==> config.mk <==
export PLATFORM = sky130hd
export DESIGN_NAME = strided_win_agen
export DESIGN_NICKNAME = d
export VERILOG_FILES = /design/src/rtl/swag_pkg.sv /design/src/rtl/swag_shadow.sv /design/src/rtl/swag_walker.sv /design/src/rtl/swag_linear.sv /design/src/rtl/swag_commit.sv /design/src/rtl/strided_win_agen.sv
export SDC_FILE = /design/constraint.sdc
export NUM_CORES = 1
export LEC_CHECK = 0
export BUFFER_PORTS_ARGS = -buffer_cell sky130_fd_sc_hd__buf_2
export CAP_MARGIN = 20
export CORE_MARGIN = 1.5
export CORE_UTILIZATION = 35
export CTS_CLUSTER_DIAMETER = 200
export DETAILED_ROUTE_END_ITERATION = 16
export GPL_ROUTABILITY_DRIVEN = 0
export PLACE_DENSITY = 0.57
export SYNTH_ARGS = -nofsm -noshare
export SYNTH_HDL_FRONTEND = slang
export SYNTH_HIERARCHICAL = 1
export SYNTH_SLANG_ARGS = --single-unit
==> constraint.sdc <==
create_clock -name clk -period 3.4 [get_ports clk]
set_input_delay 0 -clock clk [delete_from_list [all_inputs] [get_ports clk]]
set_output_delay 0 -clock clk [all_outputs]
set_load 0.005 [all_outputs]
==> src/rtl/swag_pkg.sv <==
package swag_pkg;
  localparam int DEF_BLK_W  = 13;
  localparam int DEF_BYTE_W = 6;
  localparam int DEF_XSZ_W  = 10;
  localparam int DEF_YSZ_W  = 16;
  localparam int DEF_STR_W  = 13;

  typedef enum logic {
    STEP_UP   = 1'b0,
    STEP_DOWN = 1'b1
  } step_dir_e;
endpackage

==> src/rtl/swag_shadow.sv <==
module swag_shadow #(
  parameter int BLK_W   = swag_pkg::DEF_BLK_W,
  parameter int BYTE_W  = swag_pkg::DEF_BYTE_W,
  parameter int XSZ_W   = swag_pkg::DEF_XSZ_W,
  parameter int YSZ_W   = swag_pkg::DEF_YSZ_W,
  parameter int STR_W   = swag_pkg::DEF_STR_W,
  parameter bit WR_SIDE = 1'b1,
  localparam int ADDR_W = BLK_W + BYTE_W,
  localparam int ROW_W  = XSZ_W + BYTE_W
) (
  input  logic              clk,
  input  logic              rst_n,
  input  logic              load,
  input  logic              cfg_win_en,
  input  logic              cfg_mirror,
  input  logic              cfg_freeze,
  input  logic [BLK_W-1:0]  cfg_start,
  input  logic [XSZ_W-1:0]  cfg_xsize,
  input  logic [STR_W-1:0]  cfg_stride,
  input  logic [YSZ_W-1:0]  cfg_ysize,
  output logic [ADDR_W-1:0] ld_start_b,
  output logic              sh_en,
  output swag_pkg::step_dir_e sh_dir,
  output logic              sh_freeze,
  output logic              sh_empty,
  output logic [ADDR_W-1:0] sh_start_b,
  output logic [ADDR_W-1:0] sh_step_b,
  output logic [ROW_W-1:0]  sh_rowlen,
  output logic [YSZ_W-1:0]  sh_ysize
);
  localparam int EXT_W = ADDR_W + STR_W;

  logic [EXT_W-1:0] step_ext;
  logic             mirror_eff;
  logic             freeze_eff;

  assign ld_start_b = {cfg_start, {BYTE_W{1'b0}}};

  generate
    if (WR_SIDE) begin : g_wr
      assign step_ext   = {{ADDR_W{cfg_stride[STR_W-1]}}, cfg_stride};
      assign mirror_eff = cfg_mirror;
      assign freeze_eff = cfg_freeze;
    end else begin : g_rd
      assign step_ext   = {{(ADDR_W+1){1'b0}}, cfg_stride[STR_W-2:0]};
      assign mirror_eff = 1'b0;
      assign freeze_eff = 1'b0;
    end
  endgenerate

  always_ff @(posedge clk or negedge rst_n) begin
    if (!rst_n) begin
      sh_en      <= 1'b0;
      sh_dir     <= swag_pkg::STEP_UP;
      sh_freeze  <= 1'b0;
      sh_empty   <= 1'b1;
      sh_start_b <= '0;
      sh_step_b  <= '0;
      sh_rowlen  <= '0;
      sh_ysize   <= '0;
    end else if (load) begin
      sh_en      <= cfg_win_en;
      sh_dir     <= mirror_eff ? swag_pkg::STEP_DOWN : swag_pkg::STEP_UP;
      sh_freeze  <= freeze_eff;
      sh_empty   <= (cfg_xsize == '0) || (cfg_ysize == '0);
      sh_start_b <= ld_start_b;
      sh_step_b  <= {step_ext[BLK_W-1:0], {BYTE_W{1'b0}}};
      sh_rowlen  <= {cfg_xsize, {BYTE_W{1'b0}}};
      sh_ysize   <= cfg_ysize;
    end
  end
endmodule

==> src/rtl/swag_walker.sv <==
module swag_walker #(
  parameter int ADDR_W = 19,
  parameter int ROW_W  = 16,
  parameter int YSZ_W  = 16
) (
  input  logic              clk,
  input  logic              rst_n,
  input  logic              restart,
  input  logic [ADDR_W-1:0] restart_b,
  input  logic              advance,
  input  swag_pkg::step_dir_e dir,
  input  logic [ADDR_W-1:0] start_b,
  input  logic [ADDR_W-1:0] step_b,
  input  logic [ROW_W-1:0]  rowlen,
  input  logic [YSZ_W-1:0]  ysize,
  output logic [ADDR_W-1:0] waddr
);
  logic [ROW_W-1:0]  col_q;
  logic [YSZ_W-1:0]  row_q;
  logic [ADDR_W-1:0] base_q;
  logic [ADDR_W-1:0] next_base;
  logic              col_end;
  logic              row_end;

  assign col_end   = (col_q == rowlen - 1'b1);
  assign row_end   = (row_q == ysize - 1'b1);
  assign next_base = base_q + step_b;

  always_ff @(posedge clk or negedge rst_n) begin
    if (!rst_n) begin
      col_q  <= '0;
      row_q  <= '0;
      base_q <= '0;
      waddr  <= '0;
    end else if (restart) begin
      col_q  <= '0;
      row_q  <= '0;
      base_q <= restart_b;
      waddr  <= restart_b;
    end else if (advance) begin
      if (col_end) begin
        col_q <= '0;
        if (row_end) begin
          row_q  <= '0;
          base_q <= start_b;
          waddr  <= start_b;
        end else begin
          row_q  <= row_q + 1'b1;
          base_q <= next_base;
          waddr  <= next_base;
        end
      end else begin
        col_q <= col_q + 1'b1;
        waddr <= (dir == swag_pkg::STEP_DOWN) ? waddr - 1'b1 : waddr + 1'b1;
      end
    end
  end
endmodule

==> src/rtl/swag_linear.sv <==
module swag_linear #(
  parameter int ADDR_W = 19
) (
  input  logic              clk,
  input  logic              rst_n,
  input  logic              clear,
  input  logic              step,
  output logic [ADDR_W-1:0] laddr
);
  always_ff @(posedge clk or negedge rst_n) begin
    if (!rst_n)     laddr <= '0;
    else if (clear) laddr <= '0;
    else if (step)  laddr <= laddr + 1'b1;
  end
endmodule

==> src/rtl/swag_commit.sv <==
module swag_commit (
  input  logic port_en,
  input  logic port_rst,
  input  logic hw_mask,
  input  logic win_on,
  input  logic win_freeze,
  input  logic win_empty,
  output logic commit
);
  logic allow;

  always_comb begin
    if (win_on) allow = !win_freeze && !win_empty;
    else        allow = !hw_mask;
    commit = port_en && !port_rst && allow;
  end
endmodule

==> src/rtl/strided_win_agen.sv <==
module strided_win_agen #(
  parameter int BLK_W   = swag_pkg::DEF_BLK_W,
  parameter int BYTE_W  = swag_pkg::DEF_BYTE_W,
  parameter int XSZ_W   = swag_pkg::DEF_XSZ_W,
  parameter int YSZ_W   = swag_pkg::DEF_YSZ_W,
  parameter int STR_W   = swag_pkg::DEF_STR_W,
  parameter bit WR_SIDE = 1'b1,
  localparam int ADDR_W = BLK_W + BYTE_W,
  localparam int ROW_W  = XSZ_W + BYTE_W
) (
  input  logic              clk,
  input  logic              rst_n,
  input  logic              port_rst,
  input  logic              port_en,
  input  logic              hw_mask,
  input  logic              cfg_win_en,
  input  logic              cfg_mirror,
  input  logic              cfg_freeze,
  input  logic [BLK_W-1:0]  cfg_start,
  input  logic [XSZ_W-1:0]  cfg_xsize,
  input  logic [STR_W-1:0]  cfg_stride,
  input  logic [YSZ_W-1:0]  cfg_ysize,
  output logic [ADDR_W-1:0] addr,
  output logic              commit
);
  logic [ADDR_W-1:0]   ld_start_b;
  logic                win_on;
  swag_pkg::step_dir_e win_dir;
  logic                win_freeze;
  logic                win_empty;
  logic [ADDR_W-1:0]   win_start_b;
  logic [ADDR_W-1:0]   win_step_b;
  logic [ROW_W-1:0]    win_rowlen;
  logic [YSZ_W-1:0]    win_ysize;
  logic [ADDR_W-1:0]   waddr;
  logic [ADDR_W-1:0]   laddr;
  logic                win_adv;

  swag_shadow #(
    .BLK_W(BLK_W), .BYTE_W(BYTE_W), .XSZ_W(XSZ_W), .YSZ_W(YSZ_W),
    .STR_W(STR_W), .WR_SIDE(WR_SIDE)
  ) u_shadow (
    .clk(clk), .rst_n(rst_n), .load(port_rst),
    .cfg_win_en(cfg_win_en), .cfg_mirror(cfg_mirror), .cfg_freeze(cfg_freeze),
    .cfg_start(cfg_start), .cfg_xsize(cfg_xsize), .cfg_stride(cfg_stride),
    .cfg_ysize(cfg_ysize), .ld_start_b(ld_start_b),
    .sh_en(win_on), .sh_dir(win_dir), .sh_freeze(win_freeze),
    .sh_empty(win_empty), .sh_start_b(win_start_b), .sh_step_b(win_step_b),
    .sh_rowlen(win_rowlen), .sh_ysize(win_ysize)
  );

  assign win_adv = port_en && !port_rst && win_on && !win_empty;

  swag_walker #(.ADDR_W(ADDR_W), .ROW_W(ROW_W), .YSZ_W(YSZ_W)) u_walker (
    .clk(clk), .rst_n(rst_n), .restart(port_rst), .restart_b(ld_start_b),
    .advance(win_adv), .dir(win_dir), .start_b(win_start_b),
    .step_b(win_step_b), .rowlen(win_rowlen), .ysize(win_ysize),
    .waddr(waddr)
  );

  swag_linear #(.ADDR_W(ADDR_W)) u_linear (
    .clk(clk), .rst_n(rst_n), .clear(port_rst), .step(port_en),
    .laddr(laddr)
  );

  swag_commit u_commit (
    .port_en(port_en), .port_rst(port_rst), .hw_mask(hw_mask),
    .win_on(win_on), .win_freeze(win_freeze), .win_empty(win_empty),
    .commit(commit)
  );

  assign addr = win_on ? waddr : laddr;
endmodule

==> impl_metrics.tcl <==
set metrics [dict create \
    die-height_um 175 \
    period_share 0.965 \
    ios 80 \
    cts_tree "yes" \
    whs_path_depth 4 \
    portBuffers 79 \
    root_buffer "clkbuf_16" \
    synth.avg_cell_area_sq_um 9.37 \
    via_per_inst 5.38 \
    worst-r2r-setup-slack_ns 0.12 \
    gr-usage-all-layers 0.194 \
    rows 62 \
    core_area_sq_um 28900 \
    dp_cells 1560 \
    hold_slack_ns 0.111 \
    outcome "finished clean" \
    cp-start-kind "flip-flop" \
    tightest_slew_ns 1.08 \
    grt_pass1_vias 8758 \
    seq_area_frac_synth 0.352 \
    seq_power_share 0.374 \
    cpPeakStageDelay_ns 0.56 \
    r2r-start "u_shadow/sh_rowlen[9]" \
    synth.distinct_cells 86 \
    ant_nets 0 \
    required_ns 3.72 \
    start_util 0.358 \
    crit_type "reg -> reg" \
    power_uw 5310 \
    vias 8904 \
    p_leak_uw 0.00548 \
    synth_largest_area_cell "dfrtp_1" \
    r2r_end "u_walker/base_q[18]" \
    die-width_um 175 \
    swShare 0.324 \
    critPathCaptureType "flip-flop" \
    slew-limit-headroom 0.279 \
    cell_internal_pwr_uw 3590 \
    finalHoldViolations 0 \
    ff2ff_path_depth 10 \
    dp_hpwl_um 20800 \
    netlist_area_sq_um 10300 \
    busiest_layer "met2" \
    wl_per_cell_um 17.6 \
    dpl_cell_area_sq_um 11200 \
    nets 1361 \
    clk_pin_slew_ns 0.06 \
    setup-violations-final 0 \
    ys_top_cells_by_area "dfrtp_1, mux2_2, ha_1" \
    drive_above_1_share 0.230 \
    numCtsBuffers 17 \
    synth_edf_count 0 \
    slew_viol_final 0 \
    path_max_fanout 5 \
    clkPwrFrac 0.342 \
    p_sw_uw 1720 \
    synth_async_sr_flop_share 1.00 \
    grt_max_degree 96 \
    whs_endpoint "u_linear/laddr[0]" \
    cp_cell_sequence "or4_4 -> or2_4 -> nor4_2 -> o22ai_1 -> or4b_4 -> nor4_4 -> buf_6 -> nand3_1 -> mux2_2 -> o221a_2" \
    holdCritPathClass "in -> reg" \
    final.setup_skew_ns 0.0102 \
    crit_family "simple AND/OR/NAND/NOR gates" \
    layout_min_cycle_time_ns 3.28 \
    drv_cap 0 \
    ys_ff_latch 145 \
    pwr-share-comb 0.284 \
    groute.layer.met3.usage 0.0292 \
    ir_drop_mv 0.314 \
    power.density_nw_per_um2 424 \
    die-area_sq_um 30500 \
    drc 0 \
    cts_num_sinks 145 \
    wl_um 29200 \
    cp.arrival_ns 3.60 \
    rsz0062_at_grt "no" \
    worstSkewPairLatency_ns 0.43 \
    synthFlopType "dfrtp_1" \
    yosysWarnings 6 \
    syn2layout_area_growth_pct 21.4 \
    antenna_found_initial 0 \
    grt_util_met2 0.311 \
    finalInstanceArea_sq_um 12500 \
    drt_pass1_iterations 7 \
    gr-total-overflow 0 \
    layout.cells.non_filler 1656 \
    yosysTopAreaCellShare 0.349 \
    grt_pass1_wl_um 46800 \
    netlist_instances 1101 \
    num_antenna_cells 0 \
    slowest_stage "or4_4" \
    postLayoutCoreUtil 0.434 \
    clk_path_buf_depth 2 \
    drtIter0Drc 556 \
    fmax_ghz 0.305 \
    crit_buf_inv 1 \
    worstHoldStart "port_en" \
    htreeDepth 4 \
    grt.met1_usage 0.267 \
]
## routing by layer
layer / routed length, um / part of all wire
met1: 14000 / 0.48
met2: 13300 / 0.46
met5: 0 / 0
met3: 1130 / 0.039
met4: 722 / 0.025
## area by class of cell
class,instances,area [sq um]
sequential,145,3630
clock inverter,13,115
inverter,26,97.6
timing repair buffer,192,1450
clock buffer,19,443
tap,384,480
fill,2846,16300
multi-input combinational,877,6310
## cells by family after synthesis
| logic type | count (synthesis) | share of synthesized area |
|---|---|---|
| compound gates | 250 | 0.160 |
| xor+xnor | 82 | 0.0696 |
| fa+ha+maj | 42 | 0.0524 |
| buf+inv | 102 | 0.0560 |
| flops | 145 | 0.352 |
| mux | 110 | 0.124 |
| other cells | 1 | 0.000363 |
| simple gates | 369 | 0.187 |
## synthesized netlist by cell type (all sizes together) (27+ instances only)
cell,instances
nand2,77
xnor2,42
nor2,89
nor3,30
mux2i,27
mux2,83
dfrtp,144
xor2,40
buf,54
a21oi,51
nand3,31
ha,40
o21ai,76
## worst min-delay path: cells and delay by family
kind	cells	cell delay, ns
AND/OR/NAND/NOR	1	0.04
XOR/XNOR	1	0.14
buffers and inverters	2	0.32
## stage by stage
stage	TNS, ns	setup WS [ns]
final	0	0.120
after CTS	0	0.0464
after detailed placement	-0.0268	-0.0178
after floorplan	0	0.251
after global routing	0	0.00316
after global placement	0	0.0352
## placed cells by master, fill, tap and decap left out, drive strengths merged, types with 5 or more instances in the layout
master	n
a211oi	15
a21o	13
a21oi	51
a22o	5
a31o	5
and2	5
and3	17
and4	6
buf	134
clkbuf	19
clkinv	8
conb	24
dfrtp	144
dlygate4sd3	58
ha	40
inv	26
mux2	83
mux2i	27
nand2	77
nand2b	12
nand3	31
nand3b	5
nand4	22
nor2	89
nor2b	12
nor3	30
nor3b	5
nor4	23
o211ai	6
o21a	10
o21ai	76
o21bai	8
o31ai	8
o41ai	7
or2	9
or3	9
or4	7
xnor2	42
xor2	40
## worst max path at each step
| stage | start | endpoint | slack (ns) | depth (start not counted) |
|---|---|---|---|---|
| 2_1_floorplan | u_shadow/sh_ysize[4] | u_walker/waddr[12] | 0.25 | 9 |
| 3_3_place_gp | u_shadow/sh_ysize[4] | u_walker/waddr[14] | 0.04 | 8 |
| 3_5_place_dp | u_shadow/sh_ysize[4] | u_walker/waddr[14] | -0.02 | 8 |
| 4_1_cts | u_shadow/sh_ysize[0] | u_walker/waddr[12] | 0.05 | 10 |
| 5_1_grt | u_shadow/sh_ysize[4] | u_walker/waddr[12] | 0.003 | 8 |
| 6_report | u_shadow/sh_rowlen[9] | u_walker/base_q[18] | 0.12 | 10 |
## registers in the layout (all words and copies together), names as in the netlist
register and cells:
u_walker/row_q 16, u_shadow/sh_step_b 13, u_shadow/sh_dir 1, u_walker/col_q 16, u_shadow/sh_ysize 16, u_shadow/sh_en 1
u_walker/base_q 19, u_shadow/sh_rowlen 10, u_linear/laddr 19, u_shadow/sh_empty 1, u_walker/waddr 19, u_shadow/sh_freeze 1
u_shadow/sh_start_b 13
## power by group through the flow
stage / Sequential (uW) / Combinational (uW) / Clock [uW]
after floorplan: 1980 / 1030 / 0
final: 1990 / 1510 / 1820
after detailed placement: 2010 / 1400 / 0
after CTS: 1980 / 1460 / 1870
after global routing: 2000 / 1660 / 1940
after global placement: 2010 / 1390 / 0
## repair_timing
item,CTS,global route
setup endpoints to repair,2,51
cloned,0,1
buffers inserted,0,5
pin swaps,0,3
hold buffers,58,0
gates resized for setup,1,29
hold endpoints to repair,172,0
Power figures use the tool's default switching activity.
